## src/rtl/etrig_pkg.sv

```systemverilog
package etrig_pkg;

    // Configuration of one sample bit
    typedef struct packed {
        logic sel;      // bit takes part in the condition
        logic pol;      // level high / rising when set
        logic trans;    // transition condition instead of level
    } bit_cfg_t;

endpackage

```

## src/rtl/etrig_bit_cell.sv

```systemverilog
module etrig_bit_cell
    import etrig_pkg::*;
(
    input  bit_cfg_t cfg,
    input  logic     cur,
    input  logic     prev,
    input  logic     hist_ok,
    output logic     ok
);

    logic level_met;
    logic moved;

    always_comb begin
        level_met = (cur == cfg.pol);
        moved     = hist_ok & (cur ^ prev);
        if (!cfg.sel) begin
            ok = 1'b1;
        end else if (cfg.trans) begin
            ok = level_met & moved;
        end else begin
            ok = level_met;
        end
    end

endmodule

```

## src/rtl/etrig_arm_ctrl.sv

```systemverilog
module etrig_arm_ctrl (
    input  logic clk,
    input  logic rst_n,
    input  logic arm,
    input  logic smp_vld,
    input  logic all_ok,
    output logic hist_ok,
    output logic hit
);

    typedef struct packed {
        logic armed;
        logic hist;
        logic pulse;
    } ctrl_t;

    ctrl_t st_d, st_q;
    logic  fire;

    always_comb begin
        st_d = st_q;
        fire = st_q.armed & ~arm & smp_vld & all_ok;
        st_d.pulse = fire;
        if (arm) begin
            st_d.armed = 1'b1;
            st_d.hist  = 1'b0;
        end else begin
            if (fire) begin
                st_d.armed = 1'b0;
            end
            if (smp_vld && st_q.armed) begin
                st_d.hist = 1'b1;
            end
        end
    end

    always_ff @(posedge clk or negedge rst_n) begin
        if (!rst_n) begin
            st_q <= '0;
        end else begin
            st_q <= st_d;
        end
    end

    assign hist_ok = st_q.hist;
    assign hit     = st_q.pulse;

endmodule

```

## src/rtl/etrig_matcher.sv

```systemverilog
module etrig_matcher
    import etrig_pkg::*;
#(
    parameter int WIDTH = 8
) (
    input  logic             clk,
    input  logic             rst_n,
    input  logic             arm,
    input  logic             smp_vld,
    input  logic [WIDTH-1:0] smp_data,
    input  logic [WIDTH-1:0] cfg_mask,
    input  logic [WIDTH-1:0] cfg_value,
    input  logic [WIDTH-1:0] cfg_edge,
    output logic             hit
);

    localparam int MSB = WIDTH - 1;

    typedef struct packed {
        logic [MSB:0] prev;
    } hist_t;

    hist_t        hs_d, hs_q;
    logic [MSB:0] bit_ok;
    logic         all_ok;
    logic         hist_ok;

    // History captures only accepted samples
    always_comb begin
        hs_d = hs_q;
        if (smp_vld) begin
            hs_d.prev = smp_data;
        end
    end

    always_ff @(posedge clk or negedge rst_n) begin
        if (!rst_n) begin
            hs_q <= '0;
        end else begin
            hs_q <= hs_d;
        end
    end

    for (genvar i = 0; i < WIDTH; i++) begin : g_bit
        bit_cfg_t cfg_i;
        assign cfg_i.sel   = cfg_mask[i];
        assign cfg_i.pol   = cfg_value[i];
        assign cfg_i.trans = cfg_edge[i];

        etrig_bit_cell u_cell (
            .cfg     (cfg_i),
            .cur     (smp_data[i]),
            .prev    (hs_q.prev[i]),
            .hist_ok (hist_ok),
            .ok      (bit_ok[i])
        );
    end

    assign all_ok = &bit_ok;

    etrig_arm_ctrl u_ctrl (
        .clk     (clk),
        .rst_n   (rst_n),
        .arm     (arm),
        .smp_vld (smp_vld),
        .all_ok  (all_ok),
        .hist_ok (hist_ok),
        .hit     (hit)
    );

endmodule

```

## config.mk

```make
export PLATFORM = sky130hd
export DESIGN_NAME = etrig_matcher
export DESIGN_NICKNAME = d
export VERILOG_FILES = /design/src/rtl/etrig_pkg.sv /design/src/rtl/etrig_bit_cell.sv /design/src/rtl/etrig_arm_ctrl.sv /design/src/rtl/etrig_matcher.sv
export SDC_FILE = /design/constraint.sdc
export NUM_CORES = 1
export LEC_CHECK = 0
export BUFFER_PORTS_ARGS = -buffer_cell sky130_fd_sc_hd__clkbuf_2
export CAP_MARGIN = 20
export CORE_MARGIN = 5
export CORE_UTILIZATION = 46
export DETAILED_ROUTE_END_ITERATION = 10
export GPL_TIMING_DRIVEN = 0
export PLACE_DENSITY = 0.92
export SETUP_SLACK_MARGIN = 0.4
export SLEW_MARGIN = 20
export SYNTH_ARGS = -nofsm -noshare
export SYNTH_HDL_FRONTEND = slang
export SYNTH_SLANG_ARGS = --single-unit
export TNS_END_PERCENT = 5
```

## constraint.sdc

```tcl
create_clock -name clk -period 3.5 [get_ports clk]
set_clock_uncertainty 0.1 [all_clocks]
set_input_delay 0.175 -clock clk [delete_from_list [all_inputs] [get_ports clk]]
set_output_delay 0.175 -clock clk [all_outputs]
set_load 0.01 [all_outputs]
```

==> results.yml <==
outcome:
  result_of_the_run: "completed"
critical_path:
  crit_path_max_fanout: 9
  required_ns: 3.61
  cp.buffers_inverters: 1
  timing.critical_path.max_delay_family: "compound AO/OA/AOI/OAI gates"
  crit_cells: 6
  crit_path_cell_trace: "buf_6 > nand2_2 > a211oi_2 > a31oi_1 > a2111oi_1 > and4_1"
  crit_path_max_incr_delay_ns: 0.53
  ff2ff_path_depth: 6
  launching_element_type_of_the_critical_path: "flip-flop"
  end_kind: "flip-flop"
  worstSetupPathType: "reg -> reg"
  timing.critical_path.slowest_stage_cell: "a2111oi_1"
  critPathArrivalTime_ns: 1.90
routing:
  drc_errors: 0
  wirelength_um: 1892
  detail_route.vias_per_cell: 5.869
  first_iter_violations: 16
  routed-via-count: 716
  ant_nets: 0
  wl_per_cell_um: 15.51
  drtPass1Iterations: 5
place:
  place.detailed.hpwl_um: 1559
  placement.setup.worst_slack_ns: 1.717
  routabilityCongestion: 0.7380
  placement.io_buffers: 35
timing:
  hold_viol_final: 0
  maxSlewViolCount: 0
  worst_slew_pin_slew_ns: 0.4953
  fmaxAchievable_ghz: 0.5591
  min_period_over_period_pct: 51.10
  holdWs_ns: 0.06614
  fin_setup_tns_ns: 0
  finalCriticalPeriod_ns: 1.789
  grt_setup_unrepaired: "false"
  layout_setup_ws_ns: 1.711
  worst_slew_margin_relative_to_its_limit_pct: 66.90
  report.final.setup_viol: 0
final_layout:
  share_of_post_route_cells_with_drive_strength_above_1_pct: 49.53
  antennaDiodeCount: 0
  final_nets: 144
  area_growth_syn_to_layout_pct: 35.36
synth:
  post_synthesis_sequential_area_ratio_pct: 40.52
  synthesis.yosys.warnings: 0
  count_of_flip_flops_with_a_built_in_enable_after_synthesis: 0
  postSynthNetCount: 102
  synth.top_cell.area_share_pct: 40.52
  ys_ff_latch: 11
  asyncSetResetFlopFracSynth_pct: 100.0
  netlist.top_cell.by_area: "dfrtp_1"
  ys_types: 24
  yosys_most_used_dff: "dfrtp_1"
  syn_area_per_cell_um2: 10.29
  cells_after_synthesis: 66
  synth_area_um2: 679.4
  netlist_top_cells_area: "dfrtp_1, mux2_2, a211oi_1"
clock_network:
  h-tree-depth: 1
  tritoncts_num_sinks: 11
  setup_fix_bufs_post_cts: 0
  hold_buffers: 2
  tritoncts: "built"
  clk_pin_slew_ns: 0.07
  numCtsBuffers: 3
  cts-root-to-sink-buffers: 2
  clk_latency_ns: 0.27
  cts_repair_resizes: 0
  ctsRootBufferMaster: "clkbuf_4"
die:
  initial_utilization_pct: 50.32
  die_width_um: 48.43
  top_level_ports: 37
  die-area_um2: 2345
  dieHeight_um: 48.43
  rows: 13
  core-area_um2: 1350
grt:
  antenna_violations_before_repair: 0
  grt_start_max_net_pins: 12
  global_route_overflow: 0
  global_route_wire_length_before_repair_um: 3139
  grt_use_total_pct: 17.09
  first_global_vias: 764
power_and_ir_drop:
  power_density_cells_nw_per_um2: 331.6
  total_leakage_power_uw: 0.0004219
  ir_worst_vdd_v: 0.0002927
worst_hold_path:
  worst_hold_path_class: "in -> reg"
  hold-path-cell-count: 2
run:
  cap_viol_max_count: 0
registers in the layout, summed over array words and instances, names as in the netlist:
name,flops
u_ctrl.hist_ok,1
hs_q,8
u_ctrl.st_q,1
u_ctrl.hit,1
logic make-up (layout without fill, tap and decap cells):
family,after synthesis,in the layout,share of synthesized area (%)
buf+inv,6,47,5.156
mux,8,8,13.26
compound gates,27,27,29.47
simple gates,13,13,10.31
xor+xnor,1,1,1.289
flops,11,11,40.52
Yosys cell counts, types with 2 or more instances:
| master | instances |
|---|---|
| a211oi_1 | 5 |
| a211oi_2 | 2 |
| a311oi_1 | 3 |
| a31oi_1 | 4 |
| dfrtp_1 | 11 |
| inv_1 | 3 |
| mux2_2 | 8 |
| nand2_1 | 6 |
| nand2_2 | 2 |
| nor2_1 | 2 |
| o21ai_0 | 7 |
final timing paths:
path | slack, ns | to | startpoint
setup / recovery | 1.71 | u_ctrl.hit | u_ctrl.hist_ok
hold / removal | 0.07 | hs_q[4] | smp_data[4]
setup reg to reg | 1.71 | u_ctrl.hit | u_ctrl.hist_ok
hold reg to reg | 0.43 | hs_q[6] | hs_q[6]
max in group asynchronous | 2.86 | hs_q[6] | rst_n
min in group asynchronous | 0.21 | u_ctrl.st_q[2] | rst_n
cells in the final DEF, fill, tap and decap left out, types with 2 or more instances in the layout:
cell / count
a211oi_1: 5
a211oi_2: 2
a311oi_1: 3
a31oi_1: 4
clkbuf_1: 2
clkbuf_2: 35
clkbuf_4: 3
dfrtp_1: 11
dlygate4sd3_1: 2
inv_1: 3
mux2_2: 8
nand2_1: 6
nand2_2: 2
nor2_1: 2
o21ai_0: 7
cell type report:
| type | count | area (um2) |
|---|---|---|
| fillers | 104 | 430.4 |
| clock buffers | 4 | 26.28 |
| multi-input cells | 49 | 369.1 |
| plain buffers | 2 | 15.01 |
| inverters | 4 | 20.02 |
| repair buffers | 37 | 195.2 |
| flip-flops and latches | 11 | 275.3 |
| well taps | 15 | 18.77 |
power breakdown:
part / total (uW) / switching [uW] / internal (uW)
clock network: 87.5 / 43.3 / 44.2
logic: 72.4 / 34.7 / 37.7
registers: 145 / 7.57 / 138
total: 305 / 85.5 / 219
per-stage QoR:
stage | area (um2) | power, uW | utilization, % | cells
after global placement | 873.3 | 213.1 | 64.69 | 116
after CTS | 919.6 | 308.0 | 68.12 | 122
final | 919.6 | 304.9 | 68.12 | 122
after detailed placement | 873.3 | 218.7 | 64.69 | 116
after global routing | 919.6 | 321.0 | 68.12 | 122
after floorplan | 679.4 | 182.0 | - | 66
metal layers:
layer / up-vias / global-route usage (%) / share of wire [%]
met5: - / 0 / 0
met1: 346 / 16.67 / 36
li1: 342 / - / -
met2: 22 / 29.78 / 56
met4: 0 / 11.98 / 2.9
met3: 6 / 5.505 / 5.3
(Power assumes the default switching activity.)
